## src/rtl/dram_pwr_pkg.sv

```systemverilog
package dram_pwr_pkg;

    localparam int NSTATE = 6;

    typedef enum logic [2:0] {
        PS_REST   = 3'd0,
        PS_ACTIVE = 3'd1,
        PS_ACT_RD = 3'd2,
        PS_ACT_WR = 3'd3,
        PS_NAP    = 3'd4,
        PS_DOWN   = 3'd5
    } pwr_state_e;

    typedef struct packed {
        logic attn;
        logic relax;
        logic nap;
        logic pdn;
        logic entry_relax;
        logic rd;
        logic wr;
        logic exit_req;
        logic touch;
    } pwr_ev_t;

endpackage

```

## src/rtl/pwr_cmd_decode.sv

```systemverilog
module pwr_cmd_decode
    import dram_pwr_pkg::*;
(
    input  logic    act_vld,
    input  logic    act_bcast,
    input  logic    act_hit,
    input  logic    rcmd_vld,
    input  logic    rcmd_bcast,
    input  logic    rcmd_hit,
    input  logic    rcmd_attn,
    input  logic    rcmd_relax,
    input  logic    rcmd_nap,
    input  logic    rcmd_pdn,
    input  logic    ccmd_vld,
    input  logic    ccmd_hit,
    input  logic    ccmd_relax,
    input  logic    xcmd_vld,
    input  logic    xcmd_hit,
    input  logic    xcmd_relax,
    input  logic    rd_cmd,
    input  logic    wr_cmd,
    input  logic    lp_exit,
    output pwr_ev_t ev
);

    logic act_own;
    logic rcmd_own;
    logic row_relax;
    logic col_relax;

    always_comb begin
        act_own   = act_vld && act_hit && !act_bcast;
        rcmd_own  = rcmd_vld && rcmd_hit && !rcmd_bcast;
        // broadcast relax is honoured, broadcast attention is not
        row_relax = rcmd_vld && rcmd_relax && (rcmd_bcast || rcmd_hit);
        col_relax = (ccmd_vld && ccmd_hit && ccmd_relax)
                 || (xcmd_vld && xcmd_hit && xcmd_relax);

        ev.attn        = act_own || (rcmd_own && rcmd_attn);
        ev.relax       = row_relax || col_relax;
        ev.nap         = rcmd_own && rcmd_nap;
        ev.pdn         = rcmd_own && rcmd_pdn;
        ev.entry_relax = rcmd_own && rcmd_relax;
        ev.rd          = rd_cmd;
        ev.wr          = wr_cmd;
        ev.exit_req    = lp_exit;
        ev.touch       = (act_vld && (act_bcast || act_hit))
                      || (rcmd_vld && (rcmd_bcast || rcmd_hit))
                      || (ccmd_vld && ccmd_hit)
                      || (xcmd_vld && xcmd_hit);
    end

endmodule

```

## src/rtl/pwr_state_fsm.sv

```systemverilog
module pwr_state_fsm
    import dram_pwr_pkg::*;
(
    input  logic              clk,
    input  logic              rst,
    input  pwr_ev_t           ev,
    output logic              entry_ok,
    output logic              entry_nap,
    output logic [NSTATE-1:0] state_oh
);

    pwr_state_e state_q, state_d;
    logic       ret_act_q, ret_act_d;
    logic       lp_req;

    // state register
    always_ff @(posedge clk) begin
        if (rst) begin
            state_q   <= PS_REST;
            ret_act_q <= 1'b0;
        end else begin
            state_q   <= state_d;
            ret_act_q <= ret_act_d;
        end
    end

    // next state
    always_comb begin
        state_d   = state_q;
        ret_act_d = ret_act_q;
        entry_ok  = 1'b0;
        lp_req    = ev.nap || ev.pdn;
        unique case (state_q)
            PS_REST: begin
                if (lp_req) begin
                    entry_ok  = 1'b1;
                    ret_act_d = 1'b0;
                    state_d   = ev.pdn ? PS_DOWN : PS_NAP;
                end else if (ev.attn) begin
                    state_d = PS_ACTIVE;
                end
            end
            PS_ACTIVE: begin
                if (lp_req) begin
                    entry_ok  = 1'b1;
                    ret_act_d = !ev.entry_relax;
                    state_d   = ev.pdn ? PS_DOWN : PS_NAP;
                end else if (ev.relax) begin
                    state_d = PS_REST;
                end else if (ev.wr) begin
                    state_d = PS_ACT_WR;
                end else if (ev.rd) begin
                    state_d = PS_ACT_RD;
                end
            end
            PS_ACT_RD: begin
                if (ev.relax) begin
                    state_d = PS_REST;
                end else if (ev.wr) begin
                    state_d = PS_ACT_WR;
                end
            end
            PS_ACT_WR: begin
                if (ev.relax) begin
                    state_d = PS_REST;
                end else if (ev.rd) begin
                    state_d = PS_ACT_RD;
                end
            end
            PS_NAP, PS_DOWN: begin
                if (ev.exit_req) begin
                    state_d = ret_act_q ? PS_ACTIVE : PS_REST;
                end
            end
            default: begin
                state_d = PS_REST;
            end
        endcase
    end

    // outputs
    always_comb begin
        entry_nap = entry_ok && !ev.pdn;
        for (int i = 0; i < NSTATE; i++) begin
            state_oh[i] = (state_q == pwr_state_e'(i));
        end
    end


    no_lp_from_rdwr_chk: assert property (@(posedge clk) disable iff (rst)
        (state_q == PS_ACT_RD || state_q == PS_ACT_WR)
        |=> !(state_q == PS_NAP || state_q == PS_DOWN));


    exit_target_chk: assert property (@(posedge clk) disable iff (rst)
        ((state_q == PS_NAP || state_q == PS_DOWN) && ev.exit_req)
        |=> (state_q == PS_REST || state_q == PS_ACTIVE));


    read_move_chk: assert property (@(posedge clk) disable iff (rst)
        (state_q == PS_ACTIVE && ev.rd && !ev.wr && !ev.relax && !ev.nap && !ev.pdn)
        |=> state_q == PS_ACT_RD);

endmodule

```

## src/rtl/pwr_quiet_window.sv

```systemverilog
module pwr_quiet_window #(
    parameter int QUIET_W = 8
) (
    input  logic               clk,
    input  logic               rst,
    input  logic               load,
    input  logic [QUIET_W-1:0] len,
    output logic               busy
);

    localparam logic [QUIET_W-1:0] CNT_ZERO = '0;
    localparam logic [QUIET_W-1:0] CNT_ONE  = QUIET_W'(1);

    logic [QUIET_W-1:0] cnt_q;

    always_ff @(posedge clk) begin
        if (rst) begin
            cnt_q <= CNT_ZERO;
        end else if (load) begin
            cnt_q <= len;
        end else if (cnt_q != CNT_ZERO) begin
            cnt_q <= cnt_q - CNT_ONE;
        end
    end

    always_comb begin
        busy = (cnt_q != CNT_ZERO);
    end


    quiet_drain_chk: assert property (@(posedge clk) disable iff (rst)
        (busy && !load) |=> (cnt_q < $past(cnt_q)));

endmodule

```

## src/rtl/pwr_violation_mon.sv

```systemverilog
module pwr_violation_mon (
    input  logic clk,
    input  logic rst,
    input  logic quiet_busy,
    input  logic touch,
    input  logic entry_ok,
    input  logic entry_nap,
    input  logic banks_idle,
    input  logic wbuf_empty,
    input  logic nap_sr_en,
    output logic violation
);

    logic viol_q;
    logic quiet_hit;
    logic precond_bad;

    always_comb begin
        quiet_hit   = quiet_busy && touch;
        precond_bad = entry_ok && !(banks_idle && wbuf_empty)
                   && !(entry_nap && !nap_sr_en);
    end

    always_ff @(posedge clk) begin
        if (rst) begin
            viol_q <= 1'b0;
        end else if (quiet_hit || precond_bad) begin
            viol_q <= 1'b1;
        end
    end

    always_comb begin
        violation = viol_q;
    end


    viol_sticky_chk: assert property (@(posedge clk) disable iff (rst)
        violation |=> violation);


    exempt_nap_chk: assert property (@(posedge clk) disable iff (rst)
        (!violation && entry_nap && !nap_sr_en && !quiet_hit) |=> !violation);

endmodule

```

## src/rtl/dram_pwr_ctl.sv

```systemverilog
module dram_pwr_ctl
    import dram_pwr_pkg::*;
#(
    parameter int QUIET_W = 8
) (
    input  logic               clk,
    input  logic               rst,
    input  logic               act_vld,
    input  logic               act_bcast,
    input  logic               act_hit,
    input  logic               rcmd_vld,
    input  logic               rcmd_bcast,
    input  logic               rcmd_hit,
    input  logic               rcmd_attn,
    input  logic               rcmd_relax,
    input  logic               rcmd_nap,
    input  logic               rcmd_pdn,
    input  logic               ccmd_vld,
    input  logic               ccmd_hit,
    input  logic               ccmd_relax,
    input  logic               xcmd_vld,
    input  logic               xcmd_hit,
    input  logic               xcmd_relax,
    input  logic               rd_cmd,
    input  logic               wr_cmd,
    input  logic               lp_exit,
    input  logic               banks_idle,
    input  logic               wbuf_empty,
    input  logic               nap_sr_en,
    input  logic [QUIET_W-1:0] quiet_len,
    output logic [5:0]         state_oh,
    output logic               quiet_busy,
    output logic               violation
);

    pwr_ev_t ev;
    logic    entry_ok;
    logic    entry_nap;

    pwr_cmd_decode dec_i (
        .act_vld    (act_vld),
        .act_bcast  (act_bcast),
        .act_hit    (act_hit),
        .rcmd_vld   (rcmd_vld),
        .rcmd_bcast (rcmd_bcast),
        .rcmd_hit   (rcmd_hit),
        .rcmd_attn  (rcmd_attn),
        .rcmd_relax (rcmd_relax),
        .rcmd_nap   (rcmd_nap),
        .rcmd_pdn   (rcmd_pdn),
        .ccmd_vld   (ccmd_vld),
        .ccmd_hit   (ccmd_hit),
        .ccmd_relax (ccmd_relax),
        .xcmd_vld   (xcmd_vld),
        .xcmd_hit   (xcmd_hit),
        .xcmd_relax (xcmd_relax),
        .rd_cmd     (rd_cmd),
        .wr_cmd     (wr_cmd),
        .lp_exit    (lp_exit),
        .ev         (ev)
    );

    pwr_state_fsm fsm_i (
        .clk       (clk),
        .rst       (rst),
        .ev        (ev),
        .entry_ok  (entry_ok),
        .entry_nap (entry_nap),
        .state_oh  (state_oh)
    );

    pwr_quiet_window #(.QUIET_W(QUIET_W)) qw_i (
        .clk  (clk),
        .rst  (rst),
        .load (entry_ok),
        .len  (quiet_len),
        .busy (quiet_busy)
    );

    pwr_violation_mon vm_i (
        .clk        (clk),
        .rst        (rst),
        .quiet_busy (quiet_busy),
        .touch      (ev.touch),
        .entry_ok   (entry_ok),
        .entry_nap  (entry_nap),
        .banks_idle (banks_idle),
        .wbuf_empty (wbuf_empty),
        .nap_sr_en  (nap_sr_en),
        .violation  (violation)
    );


    onehot_state_chk: assert property (@(posedge clk) disable iff (rst)
        $countones(state_oh) == 1);

endmodule

```

## config.mk

```make
export PLATFORM = sky130hd
export DESIGN_NAME = dram_pwr_ctl
export DESIGN_NICKNAME = d
export VERILOG_FILES = /design/src/rtl/dram_pwr_pkg.sv /design/src/rtl/pwr_cmd_decode.sv /design/src/rtl/pwr_state_fsm.sv /design/src/rtl/pwr_quiet_window.sv /design/src/rtl/pwr_violation_mon.sv /design/src/rtl/dram_pwr_ctl.sv
export SDC_FILE = /design/constraint.sdc
export NUM_CORES = 1
export LEC_CHECK = 0
export ABC_AREA = 1
export BUFFER_PORTS_ARGS = -buffer_cell sky130_fd_sc_hd__buf_2
export CORE_MARGIN = 8
export CORE_UTILIZATION = 42
export DETAILED_ROUTE_END_ITERATION = 10
export PLACE_DENSITY = 0.74
export SLEW_MARGIN = 20
export SYNTH_ARGS = -nofsm -noshare
export SYNTH_HDL_FRONTEND = slang
export SYNTH_SLANG_ARGS = --single-unit
```

## constraint.sdc

```tcl
create_clock -name clk -period 1.6 [get_ports clk]
set_clock_uncertainty 0.15 [all_clocks]
set_input_delay 0.48 -clock clk [delete_from_list [all_inputs] [get_ports clk]]
set_output_delay 0.48 -clock clk [all_outputs]
set_load 0.1 [all_outputs]
```

* Word-level counts from Yosys, hierarchy flattened
Index checks and enable logic that the tools add are counted.
Storage, ports and cells: register bits 13, input port bits 32, output and inout bits 8, logic and storage cells 82
Operators by class: add/sub/neg operators 1, equal/unequal tests 10, multiplexer cells 20, reductions and logical operators 47
Operators by type and width (count):
- $mux 3 | 10
- $logic_and 1x1->1 | 22
- $mux 8 | 2
- $pmux 3 s5 | 1
- $logic_or 1x1->1 | 10
- $reduce_bool 8->1 | 1
- $sub 8x1->8 const B | 1
- $logic_not 1->1 | 7
- $eq 3x2->1 const B | 2
- $eq 3x3->1 const B | 2
- $mux 1 | 6
- $reduce_and 3->1 | 2
- $ne 2x1->1 const B | 2
- $reduce_bool 2->1 | 2
- $reduce_or 2->1 | 2
- $eq 3x1->1 const B | 1
- $logic_not 3->1 | 1
- $ne 3x1->1 const B | 1
- $ne 3x2->1 const B | 1
- $ne 2x2->1 const B | 1
- $pmux 1 s2 | 1

* Depth between registers and ports, before layout
depth after elaboration 11, gate-level depth with buffers 10, depth with buffers taken out 10

* Hierarchy
From an unflattened synthesis, not the netlist that was laid out.
Second synthesis, totals: cells, all modules 172, area, all modules 1037.2 sq um
Modules (own cells, without submodules):
- pwr_quiet_window | instances 1, cells an instance 72, area each 499.2 sq um, sequential area each 160.2 sq um
- pwr_state_fsm | instances 1, cells an instance 64, area each 350.3 sq um, sequential area each 80.1 sq um
- pwr_cmd_decode | instances 1, cells an instance 29, area each 141.4 sq um, sequential area each 0.0 sq um
- pwr_violation_mon | instances 1, cells an instance 7, area each 46.3 sq um, sequential area each 20.0 sq um

* Worst setup path before layout
Ideal clock, no wire load.
path type reg-to-output, from reg fsm_i.state_q[2], to out state_oh[4], arrival time 1.776 ns, required time 0.970 ns, slack -0.806 ns, cell stages (with the launch flop) 3, path buffers 0, path through dfxtp_1 inv_2 nor2_1
On the way: cells in the longest elaborated chain, start to end 1
Ends and longest elaborated chain:
- from (decl) | line pwr_state_fsm.sv:12 | pwr_state_e state_q, state_d;
- from (signal assigned) | line pwr_state_fsm.sv:22 | state_q <= state_d;
- $eq 3x3->1 | line pwr_state_fsm.sv:85 | state_oh[i] = (state_q == pwr_state_e'(i));
- to (decl) | line dram_pwr_ctl.sv:31 | output logic [5:0] state_oh,
Every way passes these cells.

* Worst setup path after layout
from reg qw_i.cnt_q[1], to out quiet_busy
On the way: cells in the longest elaborated chain, start to end 1
Ends and longest elaborated chain:
- from (decl) | line pwr_quiet_window.sv:14 | logic [QUIET_W-1:0] cnt_q;
- from (signal assigned) | line pwr_quiet_window.sv:20 | cnt_q <= len;
- from (signal assigned) | line pwr_quiet_window.sv:22 | cnt_q <= cnt_q - CNT_ONE;
- $reduce_bool 8->1 | line pwr_quiet_window.sv:27 | busy = (cnt_q != CNT_ZERO);
- to (decl) | line dram_pwr_ctl.sv:32 | output logic quiet_busy,
Every way passes these cells.

==> run metrics <==
gpl congestion=0.862; IO buf count=39; core area=0.00219 mm²; Reg clk slew, reported paths=0.10 ns; Hold Path Sink=qw_i.cnt_q[6]; WP data arrival=1.35 ns; Total Wirelength=3.54 mm; stages on the worst setup path=6; Area growth syn-to-layout=85.0%; I/O pin total=40; final hold violation count=0; normalized max-slew margin=82.7%; yosys warns=0; Avg Cell Area, Syn=6.33 µm²; crit-path cells=inv_2 > ha_4 > nand3_4 > nor2_4 > nand4_4 > buf_12; CP Capture Type=primary output; layer carrying the most global-route usage=met2; maximum vdd drop=0.00219 V; largest net degree at the start of global routing=10; worst reg2reg path depth=13; crit path max fanout=2; reg2reg setup slack=-0.29 ns; unrepaired setup endpoints after global routing=true; reg2reg start=qw_i.cnt_q[1]; #FFs+latches synth=13; P_leak=0.846 nW; post-synthesis sequential area ratio=26.9%; total power=3.05 mW; commonest non-fill, non-tap cell in the layout=nand2_1; status=finished with violations; Internal=1.54 mW; Die Span Y=64.0 µm; grt met1 use=16.0%; Inst Count DP=238; WL/cell=13.9 µm; DR vias=1,321; Net Switching=1.51 mW; HP Class=in2reg; fin crit share=124%; met2 Usage GRT=33.6%; Pwr Density=1700 mW/mm²; Post-DP HPWL=2.66 mm; H-tree depth=1; die area=0.00410 mm²; initial DRC count=43; Switching Share=49.6%; TritonCTS Buffers=3; post-route antenna net violation count=0; M3 GR Usage=4.18%; CP required=0.97 ns; DR pass1 iterations=4; initial core utilization=44.2%; startpoint types=register; clock latency on the worst-skew pair=0.30 ns; hold-fix buffers at CTS=0; Worst-Margin Slew=0.259 ns; Synth cell types=30; initial antenna violation count=0; Reg2Reg Capture Point=qw_i.cnt_q[3]; MaxCap Viol Count=0; Final min period=1.98 ns; GRT overflow=0; Cells after Synth=153; share of cells above drive strength 1=51.3%; CP max stage cell=dfxtp_2; Total Routing Usage GR=16.7%; # DRC=0; Final #Nets=260; crit-path leading delay family=flip-flops; Max Clk Rate=504 MHz; Clock Sinks=13; Core Util, Final=81.8%; Slew Limit Fails=0; critical path class=reg2out; Clock Path Buffers=2; first-pass GRT wire length=5.66 mm; Min-Delay Path Depth=3; Vias/cell=5.20; FP Rows=17; hold_sp=quiet_len[6]; TritonCTS clock tree=yes; failing checks=negative setup slack; most frequent cells in the layout=nand2_1 (36), buf_2 (31), buf_4 (25); worst path bufs/invs=2; Die Span X=64.0 µm; Critical Path Max Stage Delay=0.34 ns; Final setup viols=16; Reg power frac=18.4%; Net Count, Synth=186; Non-Filler Instances=254; # diodes=0; dpl ws=-0.0856 ns; Clock Power Share=7.1%; Root Buffer=clkbuf_4; Comb pwr share=74.5%; vias in the first global route=1,316; Final WS setup=-0.383 ns; synthesized area=968 µm²
[metal layers]
metal	routed length [µm]	up-vias
met5	0	-
met4	110	0
met3	163	13
met2	1960	42
met1	1310	619
li1	-	647
[through the flow]
step	hold WS, ns	instance area (µm²)	TNS [ns]
floorplan	0.287	1060	-3.39
global placement	0.310	1560	-0.0784
detailed placement	0.320	1560	-0.355
CTS	0.278	1730	-3.45
global route	0.296	1790	-4.47
finish	0.273	1790	-3.72
[how the worst max path moves through the flow]
stage                                 from                to
after global routing         qw_i.cnt_q[1]        quiet_busy
after floorplan           fsm_i.state_q[1]  fsm_i.state_q[0]
final                        qw_i.cnt_q[1]        quiet_busy
after detailed placement     qw_i.cnt_q[1]        quiet_busy
after CTS                    qw_i.cnt_q[1]        quiet_busy
after global placement       qw_i.cnt_q[1]        quiet_busy
[synth_stat cells (all sizes together)]
master  instances  area [µm²]
o21bai          1        7.51
inv            24        90.1
nor2           20        92.6
nand3b          2        15.0
nand4           4        31.3
or2             2        12.5
a31oi           2        12.5
buf             1        11.3
a21oi          10        50.1
nand3          11        55.1
o311ai          1        8.76
clkinv          1        5.00
ha              1        12.5
xor2            2        17.5
nor3            4        35.0
nand2          41         176
o21ai          11        58.8
a22oi           1        7.51
a22o            1        8.76
dfxtp          13         260
[kinds of logic (layout without fill, tap and decap cells)]
kind of cell	after synthesis	count (layout)	share of synthesized area, %
AO/OA/AOI/OAI	27	27	15.9
XOR/XNOR	2	2	1.81
adder cells (fa/ha/maj)	1	1	1.29
buffers and inverters	26	99	11.0
flip-flops	13	13	26.9
AND/OR/NAND/NOR	84	84	43.2
[sequential cells by signal, summed over array words and instances, names as in the netlist]
signal,flops
fsm_i.ret_act_q,1
fsm_i.state_q,3
qw_i.cnt_q,8
vm_i.violation,1
[worst min-delay path, stage by stage]
cell	delay [ns]
buf_2	0.07
o21ai_1	0.06
nor2_1	0.08
[cell type report]
cell class              count  area [µm²]
multi-input cells         114         753
repair buffers             70         579
fillers                   138         399
flip-flops and latches     13         274
inverters                  25         123
well taps                  28        35.0
clock buffers               3        22.5
clock inverters             1        5.00
[what timing repair did]
action,in CTS,in global routing
setup buffers,11,3
endpoints found under the setup margin,14,16
pin swaps,8,4
resized for setup,14,12
[power groups by stage]
stage	clock [mW]	sequential, mW	combinational (mW)
6_report	0.217	0.560	2.27
5_1_grt	0.227	0.567	2.42
4_1_cts	0.217	0.547	2.10
3_5_place_dp	0	0.549	1.84
3_3_place_gp	0	0.540	1.79
2_1_floorplan	0	0.576	1.19
(Power assumes the default switching activity.)
